`config.mk`:
```
export PLATFORM = sky130hd
export DESIGN_NAME = laser_pwm_gate
export DESIGN_NICKNAME = d
export VERILOG_FILES = /design/src/rtl/lpg_pkg.sv /design/src/rtl/lpg_sync.sv /design/src/rtl/lpg_timebase.sv /design/src/rtl/lpg_level.sv /design/src/rtl/laser_pwm_gate.sv
export SDC_FILE = /design/constraint.sdc
export NUM_CORES = 1
export LEC_CHECK = 0
export BUFFER_PORTS_ARGS = -buffer_cell sky130_fd_sc_hd__buf_2
export CAP_MARGIN = 20
export CELL_PAD_IN_SITES_DETAIL_PLACEMENT = 1
export CELL_PAD_IN_SITES_GLOBAL_PLACEMENT = 2
export CORE_UTILIZATION = 35
export DETAILED_ROUTE_END_ITERATION = 10
export PLACE_DENSITY_LB_ADDON = 0.1
export SYNTH_ARGS = -nofsm -noshare
export SYNTH_HDL_FRONTEND = slang
export SYNTH_SLANG_ARGS = --single-unit
```
`constraint.sdc`:
```
create_clock -name clk -period 2.7 [get_ports clk]
set_input_delay 0.27 -clock clk [delete_from_list [all_inputs] [get_ports clk]]
set_output_delay 0.27 -clock clk [all_outputs]
set_load 0.05 [all_outputs]
```
`src/rtl/lpg_pkg.sv`:
```
`timescale 1ns/1ps
package lpg_pkg;
   // smallest legal step length: match evaluation and wrap must fall in different cycles
   localparam int LPG_MIN_STEP_CLKS = 2;
   localparam int LPG_MIN_SYNC      = 1;

   function automatic int lpg_ph_w(input int steps);
      return (steps > 2) ? $clog2(steps) : 1;
   endfunction
endpackage

```
`src/rtl/lpg_sync.sv`:
```
`timescale 1ns/1ps
module lpg_sync #(
   parameter int STAGES = 2
) (
   input  logic clk,
   input  logic rst,
   input  logic d,
   output logic q
);
   generate
      if (STAGES == 1) begin : g_one
         logic s_q;
         always_ff @(posedge clk) begin
            if (rst) s_q <= 1'b0;
            else     s_q <= d;
         end
         assign q = s_q;
      end else begin : g_chain
         logic [STAGES-1:0] s_q;
         always_ff @(posedge clk) begin
            if (rst) s_q <= '0;
            else     s_q <= {s_q[STAGES-2:0], d};
         end
         assign q = s_q[STAGES-1];
      end
   endgenerate
endmodule

```
`src/rtl/lpg_timebase.sv`:
```
`timescale 1ns/1ps
module lpg_timebase
   import lpg_pkg::*;
#(
   parameter int          CNT_W      = 16,
   parameter int          STEP_CLKS  = 3,
   parameter logic [CNT_W-1:0] RST_PERIOD = 255
) (
   input  logic             clk,
   input  logic             rst,
   input  logic             per_wr,
   input  logic [CNT_W-1:0] per_data,
   output logic [CNT_W-1:0] cnt,
   output logic [CNT_W-1:0] period,
   output logic             step_first,
   output logic             wrap
);
   localparam int PH_W = lpg_ph_w(STEP_CLKS);
   localparam logic [PH_W-1:0] PH_LAST = PH_W'(STEP_CLKS - 1);

   logic [PH_W-1:0] phase;
   logic            step_last;

   assign step_first = (phase == '0);
   assign step_last  = (phase == PH_LAST);
   assign wrap       = step_last && (cnt == '0);

   always_ff @(posedge clk) begin
      if (rst) begin
         period <= RST_PERIOD;
         cnt    <= RST_PERIOD;
         phase  <= '0;
      end else if (per_wr) begin
         period <= per_data;
         cnt    <= per_data;
         phase  <= '0;
      end else if (step_last) begin
         phase <= '0;
         cnt   <= wrap ? period : cnt - 1'b1;
      end else begin
         phase <= phase + 1'b1;
      end
   end
endmodule

```
`src/rtl/lpg_level.sv`:
```
`timescale 1ns/1ps
module lpg_level #(
   parameter int CNT_W = 16
) (
   input  logic             clk,
   input  logic             rst,
   input  logic             per_wr,
   input  logic             lvl_wr,
   input  logic [CNT_W-1:0] lvl_data,
   input  logic             wrap,
   output logic [CNT_W-1:0] level
);
   logic [CNT_W-1:0] hold_q;
   logic             hold_v;

   always_ff @(posedge clk) begin
      if (rst) begin
         hold_q <= '0;
         hold_v <= 1'b0;
      end else if (per_wr) begin
         hold_v <= 1'b0;
      end else if (lvl_wr) begin
         hold_q <= lvl_data;
         hold_v <= 1'b1;
      end else if (wrap) begin
         hold_v <= 1'b0;
      end
   end

   always_ff @(posedge clk) begin
      if (rst)
         level <= '0;
      else if (!per_wr && wrap && hold_v)
         level <= hold_q;
   end
endmodule

```
`src/rtl/laser_pwm_gate.sv`:
```
`timescale 1ns/1ps
module laser_pwm_gate
   import lpg_pkg::*;
#(
   parameter int          CNT_W       = 16,
   parameter int          STEP_CLKS   = 3,
   parameter int          SYNC_STAGES = 2,
   parameter logic [CNT_W-1:0] RST_PERIOD = 255
) (
   input  logic             clk,
   input  logic             rst,
   input  logic             per_wr,
   input  logic [CNT_W-1:0] per_data,
   input  logic             lvl_wr,
   input  logic [CNT_W-1:0] lvl_data,
   input  logic             beam_en,
   output logic             pwm_out
);
   initial begin
      if (STEP_CLKS < LPG_MIN_STEP_CLKS)
         $fatal(1, "STEP_CLKS below minimum");
      if (SYNC_STAGES < LPG_MIN_SYNC)
         $fatal(1, "SYNC_STAGES below minimum");
      if (CNT_W < 2)
         $fatal(1, "CNT_W too small");
   end

   logic             en_s;
   logic [CNT_W-1:0] cnt;
   logic [CNT_W-1:0] per_q;
   logic [CNT_W-1:0] level_q;
   logic             step_first;
   logic             wrap;
   logic             arm_q;
   logic             pwm_q;
   logic             match;

   lpg_sync #(.STAGES(SYNC_STAGES)) u_sync (
      .clk (clk),
      .rst (rst),
      .d   (beam_en),
      .q   (en_s)
   );

   lpg_timebase #(
      .CNT_W      (CNT_W),
      .STEP_CLKS  (STEP_CLKS),
      .RST_PERIOD (RST_PERIOD)
   ) u_tb (
      .clk        (clk),
      .rst        (rst),
      .per_wr     (per_wr),
      .per_data   (per_data),
      .cnt        (cnt),
      .period     (per_q),
      .step_first (step_first),
      .wrap       (wrap)
   );

   lpg_level #(.CNT_W(CNT_W)) u_lvl (
      .clk      (clk),
      .rst      (rst),
      .per_wr   (per_wr),
      .lvl_wr   (lvl_wr),
      .lvl_data (lvl_data),
      .wrap     (wrap),
      .level    (level_q)
   );

   assign match = step_first && (cnt == level_q) && en_s;

   always_ff @(posedge clk) begin
      if (rst) begin
         pwm_q <= 1'b0;
         arm_q <= 1'b1;
      end else begin
         if (!en_s)
            arm_q <= 1'b1;
         else if (match && !per_wr)
            arm_q <= 1'b0;

         if (per_wr || wrap)
            pwm_q <= 1'b0;
         else if (match && !arm_q)
            pwm_q <= 1'b1;
      end
   end

   assign pwm_out = pwm_q;
endmodule

```
==> impl_metrics.py <==
metrics = {
    "run_status": {
        "status": "completed",
    },
    "worst_setup_path": {
        "end_kind": "register",
        "path_cells": "inv_1, ha_1, nor4b_2, nand2_1, nor4_4, buf_4, mux2i_1, nor2_1",
        "worstPathMaxFanout": 16,
        "critPathKind": "reg2reg",
        "slowest_stage": "nor4b_2",
        "arrival_ns": 2.64,
        "start_kind": "register",
        "slowest_delay_ns": 0.43,
        "required_ns": 2.94,
    },
    "floorplan": {
        "die_area_um2": 10000,
        "core_um2": 9280,
        "fp.dieW_um": 100,
        "num_rows": 35,
        "boundaryPins": 38,
        "die_h_um": 100,
        "initial_core_util": 0.362,
    },
    "sta": {
        "slew_violations": 0,
        "min_period_ns": 2.41,
        "tightest_slew_ns": 0.721,
        "period_share": 0.891,
        "worst_hold_slack_ns": 0.137,
        "relSlewSlack": 0.519,
        "hold_viol": 0,
        "setup_viol": 0,
        "setup_tns_ns": 0,
        "fin_worst_skew_ns": 0.0109,
        "rsz0062_at_grt": "false",
        "fmax_mhz": 416,
    },
    "yosys": {
        "synth.avg_cell_area_um2": 8.28,
        "yosysSeqAreaShare": 0.423,
        "yosysWarnings": 0,
        "syn_inst": 406,
        "synth_cell_types": 45,
        "ys.flop_type": "dfxtp_1",
        "async_flop_share": 0,
        "syn_nets": 446,
        "synth_edf_count": 0,
        "synth-seq-cells": 71,
        "syn_area_um2": 3360,
    },
    "detailed_routing": {
        "top_layer": "met4",
        "wire_per_inst_um": 16.0,
        "drt_iter0_drc": 82,
        "drt_first_pass_iters": 4,
        "vias": 2889,
        "m1WireLength_um": 4440,
        "drc": 0,
        "avgViaCountPerCell": 5.11,
        "wl_met3_um": 289,
        "wirelength_um": 9040,
        "met2_length_um": 4200,
        "final_antenna_net_count": 0,
    },
    "placed_design": {
        "io_buffer_count": 37,
        "place_congestion": 0.774,
        "dp_hpwl_um": 6440,
        "dpl.cell_count": 550,
    },
    "power": {
        "power_uw": 2330,
        "power_density_nw_per_um2": 607,
        "irDropWorstVdd_mv": 0.248,
        "power.leakage_uw": 0.00148,
    },
    "cells_and_area": {
        "final_common_cell": "dfxtp_1",
        "area_delta_synth_final_pct": 14.4,
        "multi_input_area_um2": 1760,
        "drive_above_1_share": 0.154,
        "ff_latch_area_um2": 1420,
        "fillers": 1153,
        "final_net_count": 472,
        "final_cell_mix": "dfxtp_1, nand2_1, nor2_1, buf_2, a21oi_1",
        "final_cells": 565,
        "antennaDiodeCount": 0,
    },
    "clock_network": {
        "clk_latency_ns": 0.36,
        "post_cts_buffers": 0,
        "cts_root_buffer": "clkbuf_8",
        "cts_hold_buf": 0,
        "numCtsBuffers": 9,
        "ctsResizeCount": 0,
        "h-tree-depth": 3,
        "clock_sinks": 71,
        "cts.clk_slew.worst_paths_ns": 0.08,
        "clockBufferDepth": 2,
        "cts_tree": "built",
    },
    "global_route": {
        "grt_first_pass_wirelength_um": 15300,
        "grt_max_degree": 38,
        "grt_overflow_total": 0,
        "first_global_vias": 2919,
        "antenna_found_initial": 0,
        "track_usage": 0.200,
    },
    "min_path": {
        "hold_class": "in2reg",
    },
    "job": {
        "cap_violations": 0,
    },
}
path summary, 6_finish.rpt:
kind | cells after the start | start | endpoint | slack (ns)
setup / recovery | 8 | u_tb.cnt[0] | u_lvl.level[9] | 0.29
hold / removal | 3 | lvl_data[5] | u_lvl.hold_q[5] | 0.14
setup reg to reg | 8 | u_tb.cnt[0] | u_lvl.level[9] | 0.29
hold reg to reg | 1 | u_tb.phase[0] | u_tb.phase[0] | 0.42
cells in the mapped netlist, types with 2 or more instances:
library cell	instances	share of area
or4_1	2	0.0045
o31ai_1	2	0.0045
or3_1	4	0.0074
o21a_1	2	0.0045
ha_1	3	0.011
buf_2	2	0.0030
o21ai_0	12	0.018
nor2b_1	8	0.015
xnor2_1	8	0.021
mux2i_1	24	0.071
buf_6	4	0.013
xor2_1	13	0.034
nand4_1	3	0.0056
a211oi_1	4	0.0089
o41ai_1	3	0.0078
buf_1	3	0.0033
nand2b_1	12	0.022
clkbuf_1	22	0.025
inv_1	9	0.010
a31oi_1	4	0.0074
o211ai_1	3	0.0067
nor2_1	46	0.051
nand3_1	6	0.0089
nand3b_1	4	0.0089
nor4_1	12	0.022
nand2_1	50	0.056
o21ai_1	2	0.0030
a21oi_1	36	0.054
nor3_1	17	0.025
dfxtp_1	71	0.42
routing by layer:
metal | track usage | vias up
met3 | 0.0432 | 13
met1 | 0.266 | 1386
met2 | 0.326 | 42
li1 | - | 1448
met5 | 0 | -
met4 | 0.0602 | 0
registers in the layout, summed over array words and instances (netlist names):
name,cells
u_sync.g_chain.s_q,2
u_tb.period,16
arm_q,1
pwm_out,1
u_lvl.hold_q,16
u_lvl.hold_v,1
u_tb.cnt,16
u_lvl.level,16
u_tb.phase,2
critical path: cells and delay by family (launching register included):
kind          cells  cell delay [ns]
simple gates      4             1.02
buf+inv           2             0.43
flops             1             0.36
fa+ha+maj         1             0.25
mux               1             0.22
layout make-up:
cell class,count,share of cell area
Multi-Input combinational cell,295,0.457
Sequential cell,71,0.370
Timing Repair Buffer,46,0.0657
Tap cell,129,0.0420
Clock buffer,9,0.0322
Clock inverter,6,0.0244
Inverter,9,0.00879
where the power goes:
| part | switching (uW) | total, uW | internal [uW] |
|---|---|---|---|
| Sequential | 52.1 | 1140 | 1090 |
| Combinational | 124 | 219 | 95.1 |
| Clock | 445 | 968 | 523 |
stage by stage:
| stage | cell area (um^2) | util | setup slack (ns) |
|---|---|---|---|
| finish | 3840 | 0.414 | 0.294 |
| global route | 3840 | 0.414 | 0.0557 |
| CTS | 3840 | 0.414 | 0.265 |
| detailed placement | 3630 | 0.391 | 0.333 |
| global placement | 3630 | 0.391 | 0.423 |
| floorplan | 3360 | - | 0.458 |
cell families (layout without fill, tap and decap cells):
kind of cell | Yosys count | count (layout) | share of synthesized area
multiplexers | 24 | 24 | 0.0715
flip-flops | 71 | 71 | 0.423
AO/OA/AOI/OAI | 75 | 75 | 0.132
AND/OR/NAND/NOR | 172 | 172 | 0.253
XOR/XNOR | 21 | 21 | 0.0547
buffers and inverters | 40 | 70 | 0.0543
adder cells (fa/ha/maj) | 3 | 3 | 0.0112
No activity file was read; power rests on OpenSTA's default activity.
